### config.mk
export PLATFORM = sky130hd
export DESIGN_NAME = pll_recovery_seq
export DESIGN_NICKNAME = d
export VERILOG_FILES = /design/src/rtl/pllrec_pkg.sv /design/src/rtl/pllrec_sync.sv /design/src/rtl/pllrec_lock_qual.sv /design/src/rtl/pllrec_pulse_timer.sv /design/src/rtl/pll_recovery_seq.sv
export SDC_FILE = /design/constraint.sdc
export NUM_CORES = 1
export LEC_CHECK = 0
export BUFFER_PORTS_ARGS = -buffer_cell sky130_fd_sc_hd__buf_2
export CORE_ASPECT_RATIO = 0.7
export CORE_MARGIN = 5
export CORE_UTILIZATION = 34
export DETAILED_ROUTE_END_ITERATION = 12
export GPL_TIMING_DRIVEN = 0
export HOLD_SLACK_MARGIN = 0.03
export SLEW_MARGIN = 20
export SYNTH_ARGS = -nofsm -noshare
export SYNTH_HDL_FRONTEND = slang
export SYNTH_SLANG_ARGS = --single-unit
### constraint.sdc
create_clock -name clk -period 2.4 [get_ports clk]
set_input_delay 0.72 -clock clk [delete_from_list [all_inputs] [get_ports clk]]
set_output_delay 0.72 -clock clk [all_outputs]
set_load 0.05 [all_outputs]
### src/rtl/pllrec_pkg.sv
package pllrec_pkg;

  typedef enum logic [2:0] {
    ST_IDLE_RUN      = 3'd0,
    ST_FREEZE        = 3'd1,
    ST_RESET_PULSE   = 3'd2,
    ST_WAIT_LOCK     = 3'd3,
    ST_RUN           = 3'd4,
    ST_RECONFIG_WAIT = 3'd5
  } pllrec_state_e;

  // Whole clock cycles needed to cover a duration, rounded up, never zero.
  function automatic int unsigned cycles_for(input int unsigned dur_ps,
                                             input int unsigned per_ps);
    int unsigned c;
    c = (dur_ps + per_ps - 1) / per_ps;
    return (c == 0) ? 1 : c;
  endfunction

endpackage

### src/rtl/pllrec_sync.sv
module pllrec_sync #(
  parameter int W      = 1,
  parameter int STAGES = 2
) (
  input  logic         clk,
  input  logic         rst_n,
  input  logic [W-1:0] din,
  output logic [W-1:0] dout
);

  logic [STAGES-1:0][W-1:0] stg_q;

  always_ff @(posedge clk or negedge rst_n) begin
    if (!rst_n) begin
      stg_q <= '0;
    end else begin
      stg_q <= {stg_q[STAGES-2:0], din};
    end
  end

  assign dout = stg_q[STAGES-1];

endmodule

### src/rtl/pllrec_lock_qual.sv
module pllrec_lock_qual #(
  parameter int STABLE_N = 16
) (
  input  logic clk,
  input  logic rst_n,
  input  logic clr,
  input  logic lock_s,
  output logic stable
);

  localparam int CW = $clog2(STABLE_N + 1);

  logic [CW-1:0] run_q, run_d;
  logic          at_max;

  assign at_max = (run_q == CW'(STABLE_N));

  always_comb begin
    run_d = run_q;
    if (clr || !lock_s) begin
      run_d = '0;
    end else if (!at_max) begin
      run_d = run_q + 1'b1;
    end
  end

  always_ff @(posedge clk or negedge rst_n) begin
    if (!rst_n) begin
      run_q <= '0;
    end else begin
      run_q <= run_d;
    end
  end

  assign stable = at_max;

endmodule

### src/rtl/pllrec_pulse_timer.sv
module pllrec_pulse_timer #(
  parameter int LEN = 3
) (
  input  logic clk,
  input  logic rst_n,
  input  logic run,
  output logic last
);

  localparam int CW = (LEN > 1) ? $clog2(LEN) : 1;

  logic [CW-1:0] tick_q, tick_d;

  assign last = (tick_q == CW'(LEN - 1));

  always_comb begin
    tick_d = '0;
    if (run && !last) begin
      tick_d = tick_q + 1'b1;
    end
  end

  always_ff @(posedge clk or negedge rst_n) begin
    if (!rst_n) begin
      tick_q <= '0;
    end else begin
      tick_q <= tick_d;
    end
  end

endmodule

### src/rtl/pll_recovery_seq.sv
module pll_recovery_seq #(
  parameter int N_OUT         = 4,
  parameter int CLK_PERIOD_PS = 10000,
  parameter int RST_PULSE_PS  = 10000,
  parameter int LOCK_STABLE   = 16,
  parameter int SYNC_STAGES   = 2
) (
  input  logic             clk,
  input  logic             rst_n,
  input  logic [1:0]       clkbad_in,
  input  logic             pll_locked_in,
  input  logic             scandone_in,
  input  logic             reconfig_req,
  output logic             pll_areset,
  output logic             pfd_enable,
  output logic [N_OUT-1:0] clk_enable,
  output logic             reconfig_start,
  output logic             busy
);

  import pllrec_pkg::*;

  localparam int RST_CYCLES = int'(cycles_for(RST_PULSE_PS, CLK_PERIOD_PS));
  localparam int NSYNC      = 4;

  logic [NSYNC-1:0] raw_in, sync_out;
  logic [1:0]       bad_s;
  logic             lock_s, done_s, bad_any;
  logic             lock_ok, pulse_last;
  pllrec_state_e    state_q, state_d;
  logic             pend_q, pend_d;
  logic             start_q, start_d;
  logic             running;

  assign raw_in = {scandone_in, pll_locked_in, clkbad_in};

  pllrec_sync #(.W(NSYNC), .STAGES(SYNC_STAGES)) u_sync (
    .clk  (clk),
    .rst_n(rst_n),
    .din  (raw_in),
    .dout (sync_out)
  );

  assign bad_s   = sync_out[1:0];
  assign lock_s  = sync_out[2];
  assign done_s  = sync_out[3];
  assign bad_any = |bad_s;

  pllrec_lock_qual #(.STABLE_N(LOCK_STABLE)) u_lockq (
    .clk   (clk),
    .rst_n (rst_n),
    .clr   (state_q == ST_RESET_PULSE),
    .lock_s(lock_s),
    .stable(lock_ok)
  );

  pllrec_pulse_timer #(.LEN(RST_CYCLES)) u_ptmr (
    .clk  (clk),
    .rst_n(rst_n),
    .run  (state_q == ST_RESET_PULSE),
    .last (pulse_last)
  );

  // Next-state logic: a clock fault outranks every other condition.
  always_comb begin
    state_d = state_q;
    pend_d  = pend_q;
    start_d = 1'b0;
    if (bad_any) begin
      state_d = ST_FREEZE;
    end else begin
      unique case (state_q)
        ST_FREEZE: begin
          state_d = ST_RESET_PULSE;
        end
        ST_RESET_PULSE: begin
          if (pulse_last) state_d = ST_WAIT_LOCK;
        end
        ST_WAIT_LOCK: begin
          if (lock_ok) begin
            if (pend_q)      state_d = ST_RECONFIG_WAIT;
            else if (done_s) state_d = ST_RUN;
            else             state_d = ST_IDLE_RUN;
          end
        end
        ST_RECONFIG_WAIT: begin
          if (lock_ok && !done_s) begin
            start_d = 1'b1;
            pend_d  = 1'b0;
            state_d = ST_IDLE_RUN;
          end
        end
        ST_IDLE_RUN, ST_RUN: begin
          if (reconfig_req) begin
            if (done_s) begin
              pend_d  = 1'b1;
              state_d = ST_RESET_PULSE;
            end else if (lock_ok) begin
              start_d = 1'b1;
              state_d = ST_IDLE_RUN;
            end else begin
              pend_d  = 1'b1;
              state_d = ST_RECONFIG_WAIT;
            end
          end else begin
            state_d = done_s ? ST_RUN : ST_IDLE_RUN;
          end
        end
        default: begin
          state_d = ST_RESET_PULSE;
        end
      endcase
    end
  end

  always_ff @(posedge clk or negedge rst_n) begin
    if (!rst_n) begin
      state_q <= ST_RESET_PULSE;
      pend_q  <= 1'b0;
      start_q <= 1'b0;
    end else begin
      state_q <= state_d;
      pend_q  <= pend_d;
      start_q <= start_d;
    end
  end

  assign running        = (state_q == ST_IDLE_RUN) || (state_q == ST_RUN);
  assign pll_areset     = (state_q == ST_RESET_PULSE);
  assign pfd_enable     = (state_q != ST_FREEZE);
  assign clk_enable     = {N_OUT{running}};
  assign busy           = !running;
  assign reconfig_start = start_q;

endmodule

==> impl_metrics.toml, run 1 <==
[run_status]
status = "finished clean"

[worst_setup_path]
rr_worst_depth = 7
cp_slowest_cell = "or3_1"
crit_buf_inv = 3
start_kind = "flop"
cp-end-kind = "output port"
cp.required_ps = 1680
crit_arrival_ps = 1460
crit_fanout = 10
crit_type = "flop to output port"
crit_family = "buffers and inverters"
worst_path_largest_cell_delay_ps = 390
path_cells = "buf_4, inv_2, or3_1, buf_2"
path_depth = 4

[cts]
cts_resized = 0
cts.sinks = 19
cts_inserted_buffers = 3
clockRootBuffer = "clkbuf_8"
cts.reportedPaths.clkPinSlew_ps = 70
cts_tree = "built"
postCtsSetupRepairBufs = 0
clk_path_buf_depth = 2
cts_hold_buf = 0
worstSkewPairLatency_ps = 260
htree_levels = 1

[logic_synthesis]
synth_top_area_frac = 0.5000
ys_ff_latch = 19
yosysSeqAreaShare = 0.5292
syn_area_um2 = 900.9
synth_area_leader_cell = "dfrtp_1"
synth_edf_count = 0
yosysMostFrequentCell = "dfrtp_1"
netlist_instances = 85
synth.distinct_cells = 31
synth.cells.most_frequent = "dfrtp_1 (18), nor2_1 (11), buf_4 (6), inv_1 (6), a21oi_1 (5)"
synth_top_cells_by_area = "dfrtp_1 (50%), buf_4 (5.0%), nor2_1 (4.6%)"
ys_async_sr_fraction = 1.000
syn_area_per_cell_um2 = 10.60
ys.flop_type = "dfrtp_1"
ys_warn_count = 0
syn_nets = 94

[route]
num_vias = 654
viasPerCell = 4.774
first_pass_iters = 4
routed_wl_um = 1721
drtIter0Drc = 51
wl_per_cell_um = 12.56
drcViolationCount = 0
antenna_left = 0

[power]
power_per_cell_area_nw_per_um2 = 648.4
leakage_nw = 0.4781
ir_drop_mv = 0.4254

[sta]
period_share = 0.9087
setup_viol = 0
period_needed_ps = 2181
finalHoldViolations = 0
setup_slack_ps = 219.1
fmax_mhz = 458.5
worst_pin_slew_ps = 550.2
tns_ps = 0
relSlewSlack = 0.6293
drv_slew = 0
clock_skew_ps = 4.373
grt_setup_unrepaired = "false"

[run]
drv_cap = 0

[worst_hold_path]
min_delay_path_depth = 0
hp-class = "flop to flop"

[global_routing]
overflow = 0
grt_max_degree = 20
grtUsageTotal = 0.1040
grt_pass1_wl_um = 2953
grt_pass1_vias = 659
antenna_found_initial = 0

[cells_and_area]
drive_above_1_share = 0.2913
nets = 113
area_growth_pct = 17.92
antenna_cells = 0

[floorplan]
ios = 15
start_util = 0.3609
rows = 15
dieArea_um2 = 3795
die_x_um = 71.53
die_h_um = 53.07
coreArea_um2 = 2496

[placement]
numPortBuffers = 14
post-place-ws_ps = 504.4
routabilityCongestion = 0.8304
dp_hpwl_um = 1294
[power by group]
part | leakage [nW] | switching [mW] | internal, mW
logic | 0.227 | 0.0745 | 0.0396
registers | 0.229 | 0.0138 | 0.336
clock network | 0.0217 | 0.108 | 0.117
total | 0.478 | 0.196 | 0.493
[final cells by class]
| class | count | area (um^2) |
|---|---|---|
| fillers | 234 | 1434 |
| flip-flops and latches | 19 | 476.7 |
| multi-input cells | 53 | 352.8 |
| repair buffers | 14 | 70.07 |
| plain buffers | 6 | 45.04 |
| well taps | 34 | 42.54 |
| clock buffers | 3 | 41.29 |
| inverters | 7 | 26.28 |
| clock inverters | 1 | 7.507 |
[logic make-up after synthesis]
group	count (synthesis)	synth area share
muxes	1	0.01111
and+or+nand+nor	24	0.1500
AOI/OAI and AO/OA	21	0.1597
other	1	0.004163
buffers and inverters	13	0.07916
adders and majority gates	2	0.02777
xor gates and xnor gates	4	0.03890
DFF	19	0.5292
[registers in the layout (all words and copies together), names as in the netlist]
register and flops:
state_q 3, u_lockq.run_q 5, u_sync.stg_q 4, pend_q 1, u_sync.dout 4, u_ptmr.tick_q 1
reconfig_start 1
[worst paths after layout]
| path | start | end | slack, ps |
|---|---|---|---|
| setup / recovery | state_q[0]$_DFFE_PN0P_ | pfd_enable | 220 |
| hold / removal | u_sync.stg_q[1]$_DFF_PN0_ | u_sync.dout[1]$_DFF_PN0_ | 350 |
| setup reg to reg | u_lockq.run_q[0]$_DFFE_PN0P_ | state_q[2]$_DFFE_PN0P_ | 710 |
| hold reg to reg | u_sync.stg_q[1]$_DFF_PN0_ | u_sync.dout[1]$_DFF_PN0_ | 350 |
| max in group asynchronous | rst_n | state_q[1]$_DFFE_PN1P_ | 1680 |
| min in group asynchronous | rst_n | pend_q$_DFFE_PN0P_ | 390 |
[routing by layer]
layer	up-vias	share of wire	global-route usage
met2	24	0.45	0.1692
met3	2	0.074	0.04934
met4	0	0.0058	0.01875
met5	-	0	0
met1	302	0.47	0.1270
li1	326	-	-
[per-stage QoR]
| step | power (mW) | cell area, um^2 | std cells | utilization | hold slack [ps] |
|---|---|---|---|---|---|
| finish | 0.6887 | 1062 | 137 | 0.4256 | 348.4 |
| detailed placement | 0.4710 | 1013 | 133 | 0.4060 | 335.5 |
| global route | 0.7264 | 1062 | 137 | 0.4256 | 372.7 |
| global placement | 0.4667 | 1013 | 133 | 0.4060 | 331.8 |
| floorplan | 0.4378 | 900.9 | 85 | - | 331.2 |
| CTS | 0.7009 | 1062 | 137 | 0.4256 | 353.2 |
[cell usage in the layout (no fill, tap or decap), drive strengths merged, types with 2 or more instances in the layout]
cell and instances:
nor2 11, ha 2, xnor2 2, nand3 3, nor3 3, clkbuf 3
o211ai 2, nand2b 2, inv 7, o21ai 5, buf 20, xor2 2
o22ai 2, dfrtp 18, a21oi 6, nand2 2
Power figures use the tool's default switching activity.
==> inputs of run 2 (changes only) <==
--- a/config.mk
+++ b/config.mk
@@ -12,6 +12,7 @@
 export DETAILED_ROUTE_END_ITERATION = 12
 export GPL_TIMING_DRIVEN = 0
 export HOLD_SLACK_MARGIN = 0.03
+export PLACE_DENSITY = 0.52
 export SLEW_MARGIN = 20
 export SYNTH_ARGS = -nofsm -noshare
 export SYNTH_HDL_FRONTEND = slang
==> run 2 against run 1 <==
  * Cell count is the same
  * Cell area is the same
  * First-iteration DRC count shrank 16%
  * Sequential share of layout area is the same
  * Non-clock buffer count is the same
  * Hold slack gained 2.6 ps
  * Setup slack gained 10 ps
  * Sequential cell count is the same
==> impl_metrics.toml, run 2 (synthesis gave the netlist of run 1 again) <==
[placement]
numPortBuffers = 14
dp_hpwl_um = 1260
routabilityCongestion = 0.8018

[cts]
cts_resized = 0
cts.reportedPaths.clkPinSlew_ps = 70
postCtsSetupRepairBufs = 0
clockRootBuffer = "clkbuf_8"
cts_inserted_buffers = 3
htree_levels = 1
worstSkewPairLatency_ps = 260
cts_tree = "built"
cts.sinks = 19
cts_hold_buf = 0
clk_path_buf_depth = 2

[floorplan]
start_util = 0.3609
coreArea_um2 = 2496
die_x_um = 71.53
ios = 15
dieArea_um2 = 3795
die_h_um = 53.07
rows = 15

[global_routing]
grt_pass1_vias = 654
grt_max_degree = 20
overflow = 0
grtUsageTotal = 0.1110
grt_pass1_wl_um = 3111
antenna_found_initial = 0

[sta]
period_needed_ps = 2171
finalHoldViolations = 0
grt_setup_unrepaired = "false"
worst_pin_slew_ps = 584.4
period_share = 0.9045
drv_slew = 0
relSlewSlack = 0.6063
tns_ps = 0
setup_viol = 0
fmax_mhz = 460.7
clock_skew_ps = 0.8988

[worst_setup_path]
crit_type = "flop to output port"
crit_fanout = 8
crit_start = "state_q[1]$_DFFE_PN1P_"
r2r-start = "u_lockq.run_q[0]$_DFFE_PN0P_"
cp-end-kind = "output port"
crit_arrival_ps = 1450
start_kind = "flop"
cp.required_ps = 1680

[cells_and_area]
seqCellArea_um2 = 476.7
fin_util = 0.4256
fillers = 253
multi_input_area_um2 = 352.8
area_growth_pct = 17.92
drive_above_1_share = 0.2913
nets = 113
final_cell_mix = "dfrtp_1 (18), buf_2 (14), nor2_1 (11), inv_1 (6), buf_4 (6)"
antenna_cells = 0
largest_reg_flops = 5
top_register = "u_lockq.run_q"
layout_commonest_cell = "dfrtp_1"

[run]
drv_cap = 0

[route]
wl_per_cell_um = 12.77
viasPerCell = 4.679
num_vias = 641
antenna_left = 0
drcViolationCount = 0
first_pass_iters = 4
routed_wl_um = 1750
drtIter0Drc = 43

[worst_hold_path]
worstHoldStart = "u_sync.stg_q[1]$_DFF_PN0_"
hp-class = "flop to flop"

[run_status]
status = "finished clean"

[power]
ir_drop_mv = 0.3388
power_per_cell_area_nw_per_um2 = 652.5
leakage_nw = 0.4781
[run 2: cell counts in the layout (fill, tap and decap cells not counted)]
No cell type changed its count.
[run 2: power breakdown]
part           total (mW)  switching (mW)  internal (mW)
clock network       0.230           0.113          0.117
registers           0.350          0.0142          0.336
logic               0.113          0.0737         0.0390
total               0.693           0.201          0.493
[run 2: path summary, 6_finish.rpt]
kind,end,slack [ps],cells past startpoint
hold / removal,u_sync.dout[1]$_DFF_PN0_,350,0
min in group asynchronous,reconfig_start$_DFF_PN0_,390,1
hold reg to reg,u_sync.dout[1]$_DFF_PN0_,350,0
max in group asynchronous,state_q[1]$_DFFE_PN1P_,1690,1
setup / recovery,pll_areset,230,3
setup reg to reg,state_q[2]$_DFFE_PN0P_,750,7
[run 2: through the flow]
step | setup WS [ps] | std cells | cell area [um^2] | power [mW] | hold slack, ps
5_1_grt | 170.6 | 137 | 1062 | 0.7366 | 362.1
6_report | 229.3 | 137 | 1062 | 0.6931 | 351.0
3_5_place_dp | 515.9 | 133 | 1013 | 0.4701 | 336.5
4_1_cts | 219.1 | 137 | 1062 | 0.7059 | 354.7
3_3_place_gp | 510.2 | 133 | 1013 | 0.4680 | 331.8
2_1_floorplan | 323.9 | 85 | 900.9 | 0.4378 | 331.2
[run 2: area by class of cell]
| class | count | area share |
|---|---|---|
| Clock buffer | 3 | 0.03887 |
| Tap cell | 34 | 0.04005 |
| Multi-Input combinational cell | 53 | 0.3322 |
| Inverter | 7 | 0.02473 |
| Sequential cell | 19 | 0.4488 |
| Timing Repair Buffer | 14 | 0.06596 |
| Buffer | 6 | 0.04240 |
| Clock inverter | 1 | 0.007067 |
[run 2: layer usage]
layer	part of all wire	global-route usage	routed length, um
met1	0.50	0.1389	879
met2	0.41	0.1707	722
met3	0.080	0.04934	140
met4	0.0046	0.03750	8
met5	0	0	0
[run 2: critical path, stage by stage (launching register included)]
cell and delay (ps):
dfstp_2 600, nand2b_1 180, nor2_1 140, buf_2 270
==> inputs of run 3 (changes only) <==
--- a/config.mk
+++ b/config.mk
@@ -5,6 +5,7 @@
 export SDC_FILE = /design/constraint.sdc
 export NUM_CORES = 1
 export LEC_CHECK = 0
+export ABC_AREA = 1
 export BUFFER_PORTS_ARGS = -buffer_cell sky130_fd_sc_hd__buf_2
 export CORE_ASPECT_RATIO = 0.7
 export CORE_MARGIN = 5
==> run 3 against run 2 <==
  * Non-clock buffer count fell by 2
  * Critical path type unchanged
  * Highest routed layer unchanged
  * Synthesized cell count increased by 24%
  * Via count up 8.0%
  * Die area is 1.4% higher
  * Sequential share of layout area is 0.63 points lower
  * Area after synthesis is 1.7% higher
  * Hold slack lost 2.2 ps
  * Cell area grew 1.4%
==> impl_metrics.toml, run 3 <==
[route]
drcViolationCount = 0
wl_per_cell_um = 10.85
num_vias = 692
drtIter0Drc = 62
viasPerCell = 4.408
routed_wl_um = 1704
antenna_left = 0
first_pass_iters = 4

[cts]
cts.sinks = 19
cts_resized = 0
clockRootBuffer = "clkbuf_8"
cts.reportedPaths.clkPinSlew_ps = 80
worstSkewPairLatency_ps = 260
cts_inserted_buffers = 3
cts_hold_buf = 0
postCtsSetupRepairBufs = 0
htree_levels = 1
cts_tree = "built"
clk_path_buf_depth = 2

[sta]
finalHoldViolations = 0
setup_viol = 0
drv_slew = 0
setup_slack_ps = 169.9
tns_ps = 0
period_needed_ps = 2230
clock_skew_ps = 6.865
grt_setup_unrepaired = "false"
fmax_mhz = 448.4
period_share = 0.9292

[placement]
post-place-ws_ps = 447.9
placed_area_um2 = 1028
routabilityCongestion = 0.8712
numPortBuffers = 14
dp_hpwl_um = 1333
post-place-cells = 153

[cells_and_area]
nets = 133
layout.cells.non_filler = 157
fin_util = 0.4284
multi_input_area_um2 = 356.6
seqCellArea_um2 = 476.7
largest_reg_flops = 5
area_growth_pct = 17.62
drive_above_1_share = 0.2683
final_area_um2 = 1077
layout_commonest_cell = "nand2_1"
antenna_cells = 0
fillers = 268
final_cell_mix = "nand2_1 (20), dfrtp_1 (18), buf_2 (14), nand3_1 (13), nor2_1 (13)"
top_register = "u_lockq.run_q"

[logic_synthesis]
synth.area.mux_share = 0
synth_area_leader_cell = "dfrtp_1"
yosys.area_share.simple = 0.2951
synth.cells.most_frequent = "nand2_1 (20), dfrtp_1 (18), nand3_1 (13), nor2_1 (13), inv_1 (12)"
yosysSeqAreaShare = 0.5205
syn_area_per_cell_um2 = 8.723
synth-xor-area-share = 0.01913
synth_top_area_frac = 0.4918
synth_compound_area_frac = 0.04372
syn_area_um2 = 915.9
ys_async_sr_fraction = 1.000
netlist_instances = 105
ys.flop_type = "dfrtp_1"
ys_ff_latch = 19
ys_warn_count = 0
synth_edf_count = 0
synth.distinct_cells = 21
syn_nets = 114
synth_adder_area_share = 0.02732
synth_top_cells_by_area = "dfrtp_1 (49%), nand2_1 (8.2%), nand3_1 (7.1%)"
yosysMostFrequentCell = "nand2_1"
synth_top_family_by_area = "simple AND/OR/NAND/NOR gates"

[global_routing]
grt_pass1_vias = 675
grtUsageTotal = 0.1084
grt_pass1_wl_um = 3029
grt_max_degree = 20
antenna_found_initial = 0
overflow = 0

[worst_setup_path]
start_kind = "flop"
crit_type = "flop to output port"
crit_arrival_ps = 1510
crit_buf_inv = 3
cp.required_ps = 1680
cp_common_cell = "inv_1"
cp_slowest_cell = "dfstp_2"
path_cells = "inv_1, nor2_4, nand2_1, inv_1, buf_2"
crit_family = "flip-flops"
crit_fanout = 5
cp-end-kind = "output port"
worst_path_largest_cell_delay_ps = 580

[floorplan]
coreArea_um2 = 2515
die_x_um = 72.04
die_h_um = 53.43
start_util = 0.3642
ios = 15
dieArea_um2 = 3848
rows = 15

[power]
ir_drop_mv = 0.3673
leakage_nw = 0.5783
power_per_cell_area_nw_per_um2 = 752.1

[worst_hold_path]
hp-class = "flop to flop"

[run]
drv_cap = 0

[run_status]
status = "finished clean"
-- run 3: changes by cell type in the layout (fill, tap and decap cells not counted), sizes merged, moves of 4 or more --
cell / change
nand2: +19
nand3: +13
inv: +7
nor2: +5
a21oi: -4
-- run 3: path summary, 6_finish.rpt --
| kind | from | endpoint | slack [ps] | cells past startpoint |
|---|---|---|---|---|
| max reg2reg | state_q[0]$_DFFE_PN0P_ | pend_q$_DFFE_PN0P_ | 940 | 6 |
| min | u_sync.stg_q[0]$_DFF_PN0_ | u_sync.dout[0]$_DFF_PN0_ | 350 | 0 |
| min reg2reg | u_sync.stg_q[0]$_DFF_PN0_ | u_sync.dout[0]$_DFF_PN0_ | 350 | 0 |
| max | state_q[1]$_DFFE_PN1P_ | pll_areset | 170 | 5 |
| max in group asynchronous | rst_n | state_q[1]$_DFFE_PN1P_ | 1690 | 1 |
| min in group asynchronous | rst_n | u_lockq.run_q[0]$_DFFE_PN0P_ | 390 | 1 |
-- run 3: through the flow --
step	power, mW	hold WS (ps)
3_3_place_gp	0.5845	331.6
4_1_cts	0.8195	351.8
2_1_floorplan	0.5389	331.2
5_1_grt	0.8639	363.3
6_report	0.8102	348.8
3_5_place_dp	0.5897	334.7
-- run 3: layer usage --
metal  vias to the layer above  routed length, um  track usage
li1                        363                  -            -
met1                       301                831       0.1345
met2                        24                700       0.1555
met3                         4                141      0.04744
met4                         0                 30      0.06250
met5                         -                  0            0
-- run 3: logic make-up after synthesis --
logic type	count (synthesis)
simple gates	56
flops	19
buf+inv	18
compound gates	7
xor+xnor	2
fa+ha+maj	2
other cells	1
-- run 3: final cells by class --
class / count / share of cell area
Multi-Input combinational cell: 68 / 0.3310
Sequential cell: 19 / 0.4425
Clock inverter: 1 / 0.006969
Clock buffer: 3 / 0.03833
Tap cell: 34 / 0.03949
Inverter: 14 / 0.04878
Buffer: 4 / 0.02787
Timing Repair Buffer: 14 / 0.06504
-- run 3: power by group --
group / switching [mW] / internal (mW) / total (mW)
clock network: 0.111 / 0.117 / 0.228
logic: 0.143 / 0.0650 / 0.208
registers: 0.0248 / 0.349 / 0.374
